[src/rtl/ser9_pkg.sv]
package ser9_pkg;
  localparam int DW = 8;

  // two-of-three decision for the receiver
  function automatic logic maj3(input logic a, input logic b, input logic c);
    return (a & b) | (a & c) | (b & c);
  endfunction

  // number of bit slots on the line, start and stop included
  function automatic logic [3:0] frame_len(input logic mode8);
    return mode8 ? 4'd10 : 4'd11;
  endfunction

  // a received frame passes the address filter when the filter is off
  // or when its last payload bit (ninth bit or stop bit) is high
  function automatic logic rx_take(input logic filt_on, input logic last_bit);
    return !filt_on || last_bit;
  endfunction
endpackage

[src/rtl/ser9_sample_gen.sv]
module ser9_sample_gen (
  input  logic clk,
  input  logic rst_n,
  input  logic baud_tick,
  input  logic dbl,
  output logic s16
);
  logic phase_q;

  always_ff @(posedge clk or negedge rst_n) begin
    if (!rst_n) phase_q <= 1'b0;
    else if (baud_tick) phase_q <= ~phase_q;
  end

  assign s16 = baud_tick & (dbl | phase_q);
endmodule

[src/rtl/ser9_tx.sv]
module ser9_tx
  import ser9_pkg::*;
#(
  parameter int OSR = 16
) (
  input  logic          clk,
  input  logic          rst_n,
  input  logic          s16,
  input  logic          start,
  input  logic          mode8,
  input  logic          bit9,
  input  logic [DW-1:0] data,
  output logic          txd,
  output logic          busy,
  output logic          done
);
  localparam int CW = $clog2(OSR);
  localparam logic [CW-1:0] LASTC = CW'(OSR - 1);

  logic [DW+2:0] sh_q;
  logic [3:0]    left_q;
  logic [CW-1:0] cnt_q;

  always_ff @(posedge clk or negedge rst_n) begin
    if (!rst_n) begin
      sh_q   <= '1;
      left_q <= '0;
      cnt_q  <= '0;
      busy   <= 1'b0;
      done   <= 1'b0;
    end else begin
      done <= 1'b0;
      if (!busy) begin
        if (start) begin
          sh_q   <= {1'b1, (mode8 ? 1'b1 : bit9), data, 1'b0};
          left_q <= frame_len(mode8);
          cnt_q  <= '0;
          busy   <= 1'b1;
        end
      end else if (s16) begin
        if (cnt_q == LASTC) begin
          cnt_q  <= '0;
          sh_q   <= {1'b1, sh_q[DW+2:1]};
          left_q <= left_q - 4'd1;
          if (left_q == 4'd1) begin
            busy <= 1'b0;
            done <= 1'b1;
          end
        end else begin
          cnt_q <= cnt_q + 1'b1;
        end
      end
    end
  end

  assign txd = busy ? sh_q[0] : 1'b1;
endmodule

[src/rtl/ser9_rx.sv]
module ser9_rx
  import ser9_pkg::*;
#(
  parameter int OSR  = 16,
  parameter int SYNC = 2
) (
  input  logic          clk,
  input  logic          rst_n,
  input  logic          s16,
  input  logic          en,
  input  logic          mode8,
  input  logic          rxd,
  output logic          busy,
  output logic          fin,
  output logic [DW-1:0] data,
  output logic          bit8
);
  localparam int CW = $clog2(OSR);
  localparam logic [CW-1:0] LASTC = CW'(OSR - 1);
  localparam logic [CW-1:0] S_A   = CW'(OSR / 2 - 1);
  localparam logic [CW-1:0] S_B   = CW'(OSR / 2);
  localparam logic [CW-1:0] S_C   = CW'(OSR / 2 + 1);

  logic [SYNC-1:0] sy_q;
  logic            rx_s;
  logic [CW-1:0]   cnt_q;
  logic [3:0]      idx_q;
  logic            sa_q, sb_q, stop_q;
  logic [DW:0]     pl_q;
  logic            vote;
  logic [3:0]      stop_idx;

  always_ff @(posedge clk or negedge rst_n) begin
    if (!rst_n) sy_q <= '1;
    else        sy_q <= {sy_q[SYNC-2:0], rxd};
  end

  assign rx_s     = sy_q[SYNC-1];
  assign vote     = maj3(sa_q, sb_q, rx_s);
  assign stop_idx = frame_len(mode8) - 4'd1;

  always_ff @(posedge clk or negedge rst_n) begin
    if (!rst_n) begin
      busy   <= 1'b0;
      fin    <= 1'b0;
      cnt_q  <= '0;
      idx_q  <= '0;
      sa_q   <= 1'b1;
      sb_q   <= 1'b1;
      stop_q <= 1'b1;
      pl_q   <= '0;
    end else begin
      fin <= 1'b0;
      if (!busy) begin
        if (en && s16 && !rx_s) begin
          busy  <= 1'b1;
          cnt_q <= CW'(1);
          idx_q <= '0;
        end
      end else if (!en) begin
        busy <= 1'b0;
      end else if (s16) begin
        cnt_q <= (cnt_q == LASTC) ? '0 : cnt_q + 1'b1;
        if (cnt_q == S_A) sa_q <= rx_s;
        if (cnt_q == S_B) sb_q <= rx_s;
        if (cnt_q == S_C) begin
          if (idx_q == 4'd0) begin
            if (vote) busy <= 1'b0;      // false start
            else      idx_q <= 4'd1;
          end else if (idx_q == stop_idx) begin
            stop_q <= vote;
            fin    <= 1'b1;
            busy   <= 1'b0;
          end else begin
            pl_q  <= {vote, pl_q[DW:1]};
            idx_q <= idx_q + 4'd1;
          end
        end
      end
    end
  end

  assign data = mode8 ? pl_q[DW:1] : pl_q[DW-1:0];
  assign bit8 = mode8 ? stop_q : pl_q[DW];
endmodule

[src/rtl/ser9_port.sv]
module ser9_port
  import ser9_pkg::*;
#(
  parameter int OSR  = 16,
  parameter int SYNC = 2
) (
  input  logic          clk,
  input  logic          rst_n,
  input  logic          baud_tick,
  input  logic          wr_en,
  input  logic          addr,
  input  logic [DW-1:0] wr_data,
  output logic [DW-1:0] rd_data,
  input  logic          rxd,
  output logic          txd,
  output logic          irq
);
  logic mode8_q, dbl_q, mpe_q, ren_q, tx9_q, rb8_q, ti_q, ri_q;
  logic [DW-1:0] rbuf_q;

  logic          s16;
  logic          ctl_wr, dat_wr;
  logic          tx_busy, tx_done;
  logic          rx_busy, rx_fin, rx_bit8, rx_load;
  logic [DW-1:0] rx_data;

  assign ctl_wr = wr_en & ~addr;
  assign dat_wr = wr_en & addr;

  ser9_sample_gen u_gen (
    .clk(clk), .rst_n(rst_n), .baud_tick(baud_tick), .dbl(dbl_q), .s16(s16)
  );

  ser9_tx #(.OSR(OSR)) u_tx (
    .clk(clk), .rst_n(rst_n), .s16(s16), .start(dat_wr), .mode8(mode8_q),
    .bit9(tx9_q), .data(wr_data), .txd(txd), .busy(tx_busy), .done(tx_done)
  );

  ser9_rx #(.OSR(OSR), .SYNC(SYNC)) u_rx (
    .clk(clk), .rst_n(rst_n), .s16(s16), .en(ren_q), .mode8(mode8_q),
    .rxd(rxd), .busy(rx_busy), .fin(rx_fin), .data(rx_data), .bit8(rx_bit8)
  );

  assign rx_load = rx_fin & rx_take(mpe_q, rx_bit8);

  always_ff @(posedge clk or negedge rst_n) begin
    if (!rst_n) begin
      mode8_q <= 1'b0;
      dbl_q   <= 1'b0;
      mpe_q   <= 1'b0;
      ren_q   <= 1'b0;
      tx9_q   <= 1'b0;
      rb8_q   <= 1'b0;
      ti_q    <= 1'b0;
      ri_q    <= 1'b0;
      rbuf_q  <= '0;
    end else begin
      if (ctl_wr) begin
        mode8_q <= wr_data[7];
        dbl_q   <= wr_data[6];
        mpe_q   <= wr_data[5];
        ren_q   <= wr_data[4];
        tx9_q   <= wr_data[3];
      end
      if (rx_load)     rb8_q <= rx_bit8;
      else if (ctl_wr) rb8_q <= wr_data[2];
      if (tx_done)                     ti_q <= 1'b1;
      else if (ctl_wr && !wr_data[1])  ti_q <= 1'b0;
      if (rx_load)                     ri_q <= 1'b1;
      else if (ctl_wr && !wr_data[0])  ri_q <= 1'b0;
      if (rx_load) rbuf_q <= rx_data;
    end
  end

  assign rd_data = addr ? rbuf_q
                        : {mode8_q, dbl_q, mpe_q, ren_q, tx9_q, rb8_q, ti_q, ri_q};
  assign irq = ti_q | ri_q;
endmodule

[config.mk]
export PLATFORM = sky130hd
export DESIGN_NAME = ser9_port
export DESIGN_NICKNAME = d
export VERILOG_FILES = /design/src/rtl/ser9_pkg.sv /design/src/rtl/ser9_sample_gen.sv /design/src/rtl/ser9_tx.sv /design/src/rtl/ser9_rx.sv /design/src/rtl/ser9_port.sv
export SDC_FILE = /design/constraint.sdc
export NUM_CORES = 1
export LEC_CHECK = 0
export BUFFER_PORTS_ARGS = -buffer_cell sky130_fd_sc_hd__buf_4
export CAP_MARGIN = 20
export CORE_AREA = 2 2 76 78
export CTS_CLUSTER_SIZE = 24
export DETAILED_ROUTE_END_ITERATION = 7
export DIE_AREA = 0 0 78 80
export MAX_ROUTING_LAYER = met4
export PLACE_DENSITY_LB_ADDON = 0.25
export REMOVE_ABC_BUFFERS = 1
export SETUP_SLACK_MARGIN = 0.05
export SYNTH_ARGS = -nofsm -noshare
export SYNTH_HDL_FRONTEND = slang
export SYNTH_SLANG_ARGS = --single-unit
[constraint.sdc]
create_clock -name clk -period 2.14 [get_ports clk]
set_input_delay 0.428 -clock clk [delete_from_list [all_inputs] [get_ports clk]]
set_output_delay 0.428 -clock clk [all_outputs]
set_load 0.05 [all_outputs]
==> reports/qor.csv, run 1 <==
metric;value;unit
io_buffers;23;
multi_input_area;1490;sq um
worst_setup_path_start_kind;register;
synthArstFlopShare;100;%
root_buffer;clkbuf_8;
grt_first_pass_wirelength;10.4;mm
fp.dieArea;6240;sq um
layout_commonest_cell;dfrtp_1;
slew_headroom;49.3;%
ys_ff_latch;61;
syn-cell-area;3130;sq um
crit_start;mode8_q$_DFFE_PN0P_;
syn_inst;281;
routed.top_layer;met4;
clock-sinks;61;
initialDrtViolationCount;107;
critPathArrivalTime;1.42;ns
dr_total_vias;2203;
ctsResizeCount;0;
grt_remaining_overflow;0;
ant_nets;0;
grt_pass1_vias;2152;
status;finished clean;
slew_violations;0;
rsz0062_at_grt;false;
slowest_stage;dfrtp_1;
cts_tree;done;
power.density;1000;nW/um^2
route.met2.wl;2.88;mm
yosys.cell_types.count;52;
wl_met3;182;um
nNetsFinal;330;
r2r_start;u_rx.idx_q[0]$_DFFE_PN0P_;
htree_levels;3;
synth_flop_cell;dfrtp_1;
drc;0;
endpoint_kind;output port;
wl_per_cell;15.8;um
core_area;5410;sq um
fin_crit;1.85;ns
placed_area;3370;sq um
start_util;57.9;%
maxCapViolCount;0;
path_max_fanout;13;
holdWs;0.167;ns
dr.pass1.iters;4;
layout_common_cells;dfrtp_1, buf_4, nand2_1;
cp_cell_sequence;buf_4 -> mux2_2 -> buf_4;
synth_edf_count;0;
syn2layout_area_growth;14.5;%
worst_pin_slew;0.760;ns
path_class;reg2out;
gp_congestion;0.882;
finalWirelength;6.08;mm
die_w;78;um
cts_setup_buffers;0;
nFillCells;429;
r2r_cells;4;
cts_hold_buf;0;
antenna_cells;0;
p_leak;1.70;nW
reg2reg_to;u_rx.pl_q[5]$_DFFE_PN0P_;
grt_max_degree;62;
crit_top_cell;buf_4;
irDropWorstVdd;0.574;mV
reg2reg_setup_slack;0.35;ns
final_cell_area;3580;sq um
setup_viol;0;
cts-buffers-inserted;9;
hold_class;in2async;
clock_skew;0.00988;ns
fmax;542;MHz
critPathRequiredTime;1.71;ns
regArea;1550;sq um
period_share;86.3;%
ctsLongestPathBuffers;2;
viasPerCell;5.72;
ys_seq_area_share;49.3;%
clk_pin_slew;0.07;ns
antenna_found_initial;0;
track_usage;22.3;%
syn-mean-instance-area;11.1;sq um
fp.dieH;80;um
wl_met1;2.93;mm
worstSkewPairLatency;0.34;ns
yosysWarnings;0;
hpwl;4.22;mm
final_layout_size_suffix_gt1_share;29.1;%
fp-row-count;27;
boundaryPins;24;
critPathMaxStageDelay;0.40;ns
hold_viol;0;
-- layout make-up --
| type | count | area share (%) |
|---|---|---|
| Inverter | 9 | 0.942 |
| Tap cell | 72 | 2.51 |
| Clock inverter | 4 | 2.02 |
| Sequential cell | 61 | 43.1 |
| Timing Repair Buffer | 28 | 5.86 |
| Clock buffer | 12 | 4.05 |
| Multi-Input combinational cell | 199 | 41.5 |
-- report_power, final --
group | internal (mW) | switching, mW | total (mW)
combinational | 0.353 | 0.421 | 0.774
clock | 0.687 | 0.446 | 1.13
sequential | 1.43 | 0.254 | 1.68
total | 2.47 | 1.12 | 3.59
-- flip-flops by register name, indices dropped and copies added (netlist names), 2 cells and up --
name         flops
u_tx.cnt_q       4
rbuf_q           8
u_rx.pl_q        9
u_rx.sy_q        2
u_tx.left_q      4
u_tx.sh_q       10
u_rx.idx_q       4
u_rx.cnt_q       4
-- routing by layer --
metal  track usage [%]  vias to the layer above
met3              3.85                        7
li1                  -                     1071
met1              30.2                     1072
met2              32.8                       53
met4              10.7                        0
met5                 -                        -
-- worst max-delay path: cells and delay by family, from the launching register on --
kind / cells / cell delay [ns]
buf+inv: 2 / 0.40
flops: 1 / 0.40
mux: 1 / 0.27
-- synth_stat cells (6+ instances only) --
master / n / area, sq um
inv_1: 9 / 33.8
a21oi_1: 16 / 80.1
nor2_1: 16 / 60.1
o21ai_0: 17 / 85.1
nand2_1: 23 / 86.3
nand2b_1: 6 / 37.5
mux2i_1: 20 / 200
dfstp_2: 15 / 394
ha_1: 8 / 100
nor3_1: 6 / 30.0
dfrtp_1: 46 / 1150
mux2_2: 15 / 169
nand3_1: 6 / 30.0
clkbuf_1: 6 / 22.5
mux2_4: 9 / 135
-- logic make-up after synthesis --
family | synth area share (%)
AOI/OAI and AO/OA | 13.7
xor gates and xnor gates | 0.280
adders and majority gates | 3.52
buffers and inverters | 3.16
DFF | 49.3
muxes | 16.8
and+or+nand+nor | 13.2
-- worst max-delay path by stage --
stage,endpoint,depth (start not counted)
6_report,rd_data[7],3
5_1_grt,u_rx.idx_q[1]$_DFFE_PN0P_,6
4_1_cts,rd_data[7],3
3_5_place_dp,u_rx.pl_q[5]$_DFFE_PN0P_,4
3_3_place_gp,u_rx.pl_q[6]$_DFFE_PN0P_,4
2_1_floorplan,u_tx.left_q[2]$_DFFE_PN0P_,4
-- metrics by stage --
step / setup TNS, ns / cells / total power [mW] / utilization (%) / setup WS, ns
after CTS: 0 / 385 / 3.62 / 66.3 / 0.282
after global routing: 0 / 385 / 3.81 / 66.3 / 0.160
after floorplan: -0.0773 / 269 / 2.22 / - / -0.0674
after detailed placement: 0 / 369 / 2.48 / 62.3 / 0.380
final: 0 / 385 / 3.59 / 66.3 / 0.294
after global placement: 0 / 369 / 2.43 / 62.3 / 0.427
No activity file was read; power rests on OpenSTA's default activity.
==> run 2, diff against run 1 <==
BUFFER_PORTS_ARGS = -buffer_cell sky130_fd_sc_hd__buf_2   (was -buffer_cell sky130_fd_sc_hd__buf_4)
==> reports/qor.csv, run 2 (synthesis gave the netlist of run 1 again) <==
metric;value;unit
clock-sinks;61;
nNetsFinal;331;
hpwl;4.12;mm
root_buffer;clkbuf_8;
setup_viol;0;
clock_skew;0.00811;ns
cts_setup_buffers;0;
antenna_cells;0;
antenna_found_initial;0;
dr_total_vias;2192;
slew_headroom;68.8;%
fmax;535;MHz
clk_pin_slew;0.07;ns
core_area;5410;sq um
period_share;87.3;%
syn2layout_area_growth;12.4;%
slowest_stage;dfrtp_1;
slew_violations;0;
finalNonFillerCells;386;
die_w;78;um
maxCapViolCount;0;
ant_nets;0;
wl_per_cell;15.3;um
worst_setup_path_start_kind;register;
layout_common_cells;dfrtp_1, nand2_1, buf_2;
path_class;reg2out;
p_leak;1.68;nW
worstSkewPairLatency;0.35;ns
critPathRequiredTime;1.71;ns
largest_reg_flops;10;
holdWs;0.0726;ns
worst_pin_slew;0.468;ns
nFillCells;430;
cts-buffers-inserted;9;
critPathMaxStageDelay;0.40;ns
ctsResizeCount;0;
top_register;u_tx.sh_q;
endpoint_kind;output port;
grt_first_pass_wirelength;10.3;mm
hold_viol;0;
track_usage;22.2;%
final_layout_size_suffix_gt1_share;29.6;%
placed_area;3330;sq um
dr.pass1.iters;4;
finalWirelength;5.92;mm
rsz0062_at_grt;false;
cp_cell_sequence;buf_4 -> mux2_2 -> buf_2;
viasPerCell;5.68;
cts_hold_buf;0;
fp.dieH;80;um
fin_crit;1.87;ns
hold_class;in2async;
fp-row-count;27;
drc;0;
gp_congestion;0.800;
grt_max_degree;62;
cts_tree;done;
status;finished clean;
fp.dieArea;6240;sq um
power.density;974;nW/um^2
dpl_worst_slack;0.377;ns
timing.critical_path.buf_inv;2;
grt_pass1_vias;2160;
io_buffers;23;
initialDrtViolationCount;139;
grt_remaining_overflow;0;
top_regs;u_tx.sh_q x10, u_rx.pl_q x9, rbuf_q x8;
dp.cells;370;
path_max_fanout;13;
start_util;57.9;%
cp_top_family;buffers and inverters;
boundaryPins;24;
layout_commonest_cell;dfrtp_1;
timing.final.ws_setup;0.271;ns
irDropWorstVdd;0.530;mV
critPathArrivalTime;1.44;ns
htree_levels;3;
final_cell_area;3520;sq um
ctsLongestPathBuffers;2;
## run 2: final timing paths
kind / endpoint / cells after the start / slack [ns] / startpoint
setup / recovery: rd_data[7] / 3 / 0.27 / mode8_q$_DFFE_PN0P_
hold / removal: rbuf_q[2]$_DFFE_PN0P_ / 2 / 0.07 / rst_n
setup reg to reg: u_rx.idx_q[1]$_DFFE_PN0P_ / 6 / 0.35 / u_rx.idx_q[0]$_DFFE_PN0P_
hold reg to reg: u_rx.sy_q[1]$_DFF_PN1_ / 0 / 0.36 / u_rx.sy_q[0]$_DFF_PN1_
max in group asynchronous: u_rx.sy_q[1]$_DFF_PN1_ / 2 / 1.75 / rst_n
min in group clk: u_rx.sy_q[0]$_DFF_PN1_ / 1 / 0.18 / rxd
## run 2: power breakdown
| part | leakage [nW] | switching (mW) | internal (mW) |
|---|---|---|---|
| registers | 0.752 | 0.250 | 1.43 |
| clock network | 0.0923 | 0.463 | 0.535 |
| logic | 0.833 | 0.414 | 0.337 |
| total | 1.68 | 1.13 | 2.30 |
## run 2: per-stage QoR
| step | power (mW) | setup TNS, ns | utilization (%) |
|---|---|---|---|
| global placement | 2.41 | 0 | 61.6 |
| floorplan | 2.22 | -0.0773 | - |
| CTS | 3.46 | 0 | 65.1 |
| global route | 3.66 | 0 | 65.1 |
| finish | 3.43 | 0 | 65.1 |
| detailed placement | 2.45 | 0 | 61.6 |
## run 2: layout make-up
class	count	area (sq um)	area share (%)
clock inverter	6	63.8	1.81
inverter	9	33.8	0.959
multi-input combinational	199	1490	42.3
timing repair buffer	29	173	4.90
sequential	61	1550	43.9
tap	72	90.1	2.56
clock buffer	10	128	3.62
## run 2: layer usage
| layer | track usage, % | routed length (um) | vias to the layer above |
|---|---|---|---|
| met4 | 11.6 | 155 | 0 |
| li1 | - | - | 1079 |
| met2 | 33.6 | 2710 | 44 |
| met5 | - | 0 | - |
| met1 | 29.2 | 2860 | 1053 |
| met3 | 3.39 | 186 | 16 |
==> run 3, diff against run 2 <==
SYNTH_HIERARCHICAL = 1   (was not set)
==> reports/qor.csv, run 3 <==
metric;value;unit
swShare;31.1;%
dr.pass1.iters;4;
synthArstFlopShare;100;%
endpoint_kind;output port;
ys_ff_latch;61;
syn2layout_area_growth;12.4;%
ant_nets;0;
maxCapViolCount;0;
clk_pin_slew;0.07;ns
fp.dieArea;6240;sq um
holdWs;0.0697;ns
finalWirelength;5.92;mm
die_w;78;um
ctsResizeCount;0;
yosys.cell_types.count;56;
cts_tree;done;
clock-sinks;61;
start_util;57.1;%
power;3.35;mW
hpwl;4.10;mm
wl_per_cell;15.7;um
layout_commonest_cell;dfrtp_1;
slew_violations;0;
timing.critical_path.buf_inv;2;
gp_congestion;0.837;
cts_setup_buffers;0;
grt_max_degree;62;
dr_total_vias;2166;
cp.depth;3;
dpl_worst_slack;0.314;ns
yosysWarnings;6;
period_share;88.9;%
cts_hold_buf;0;
setup_viol;0;
yosys.area.top_type_share;37.3;%
reg2reg_setup_slack;0.30;ns
layout_common_cells;dfrtp_1, mux2_2, nand2_1;
io_buffers;23;
crit_start;mode8_q$_DFFE_PN0P_;
synth.area.top_cells;dfrtp_1, dfstp_2, mux2_2;
timing.final.ws_setup;0.237;ns
slew_headroom;61.6;%
fp.dieH;80;um
p_int;2.31;mW
path_max_fanout;12;
r2r_start;u_rx/idx_q[0]$_DFFE_PN0P_;
yosys.area.top_type;dfrtp_1;
boundaryPins;24;
p_sw;1.04;mW
r2r_cells;6;
syn_inst;268;
hold_class;in2async;
top_register;u_tx/sh_q;
hold_viol;0;
antenna_found_initial;0;
clkPwrFrac;29.9;%
irDropWorstVdd;0.623;mV
grt_first_pass_wirelength;10.3;mm
root_buffer;clkbuf_8;
drc;0;
fin_crit;1.90;ns
initialDrtViolationCount;107;
crit_end;rd_data[7];
syn-mean-instance-area;11.5;sq um
worst_setup_path_start_kind;register;
status;finished clean;
synth_flop_cell;dfrtp_1;
largest_reg_flops;10;
ys_seq_area_share;50.1;%
reg2reg_to;u_rx/pl_q[3]$_DFFE_PN0P_;
worstSkewPairLatency;0.34;ns
setup_tns;0;ns
cp_cell_sequence;buf_4 -> mux2_2 -> buf_2;
yosysMostFrequentCell;dfrtp_1;
grt_pass1_vias;2136;
synth_edf_count;0;
critPathMaxStageDelay;0.45;ns
clock_skew;0.00952;ns
path_class;reg2out;
grt_remaining_overflow;0;
syn-cell-area;3090;sq um
viasPerCell;5.76;
fmax;526;MHz
slowest_stage;dfrtp_1;
track_usage;21.9;%
nNetsFinal;321;
antenna_cells;0;
cp_top_family;flip-flops;
p_leak;1.64;nW
critPathRequiredTime;1.71;ns
critPathArrivalTime;1.47;ns
synth_common_cells;dfrtp_1, mux2_2, nand2_1;
cts-buffers-inserted;9;
worst_pin_slew;0.576;ns
power_frac_seq;48.3;%
final_layout_size_suffix_gt1_share;35.9;%
top_regs;u_tx/sh_q x10, u_rx/pl_q x9, rbuf_q x8;
power.density;964;nW/um^2
htree_levels;3;
fp-row-count;27;
core_area;5410;sq um
ctsLongestPathBuffers;2;
combPwrFrac;21.8;%
rsz0062_at_grt;false;
[run 3: worst min path at each step]
stage	end	from	slack (ns)
CTS	rbuf_q[6]$_DFFE_PN0P_	rst_n	0.09
finish	u_rx/idx_q[3]$_DFFE_PN0P_	rst_n	0.07
floorplan	dbl_q$_DFFE_PN0P_	rst_n	0.13
global placement	u_rx/sy_q[1]$_DFF_PN1_	u_rx/sy_q[0]$_DFF_PN1_	0.35
detailed placement	u_rx/sy_q[1]$_DFF_PN1_	u_rx/sy_q[0]$_DFF_PN1_	0.35
global route	u_rx/idx_q[3]$_DFFE_PN0P_	rst_n	0.11
[run 3: worst register-to-register path, stage by stage, from the launching register on]
cell and delay [ns]:
dfrtp_1 0.48, inv_1 0.10, ha_1 0.18, nor3b_1 0.29, inv_1 0.14, nand3_4 0.18
mux2_2 0.36
[run 3: logic make-up after synthesis]
logic type / count (synthesis) / synth area share, %
AOI/OAI and AO/OA: 55 / 12.6
xor gates and xnor gates: 2 / 0.568
adders and majority gates: 9 / 3.57
buffers and inverters: 19 / 3.40
DFF: 61 / 50.1
muxes: 41 / 15.2
and+or+nand+nor: 81 / 14.6
[run 3: layer usage]
metal	global-route usage [%]	part of all wire, %
met1	29.4	49
met4	9.82	1.7
met3	3.85	2.6
met5	-	0
met2	32.9	47
[run 3: power by group through the flow]
stage	Combinational [mW]	Sequential, mW	Clock [mW]
detailed placement	0.731	1.63	0
CTS	0.731	1.61	1.02
finish	0.730	1.62	1.00
global route	0.827	1.65	1.07
global placement	0.700	1.62	0
floorplan	0.548	1.59	0
[run 3: final cells by class]
class	count	area, sq um
multi-input cells	188	1440
well taps	72	90.1
clock inverters	5	50.0
inverters	11	41.3
fillers	453	1940
clock buffers	11	141
repair buffers	28	165
flip-flops and latches	61	1550
[run 3: stage by stage]
| stage | area, sq um | util, % | instances |
|---|---|---|---|
| after floorplan | 3020 | - | 260 |
| after global placement | 3280 | 60.6 | 360 |
| after detailed placement | 3280 | 60.6 | 360 |
| after CTS | 3470 | 64.2 | 376 |
| after global routing | 3470 | 64.2 | 376 |
| final | 3470 | 64.2 | 376 |
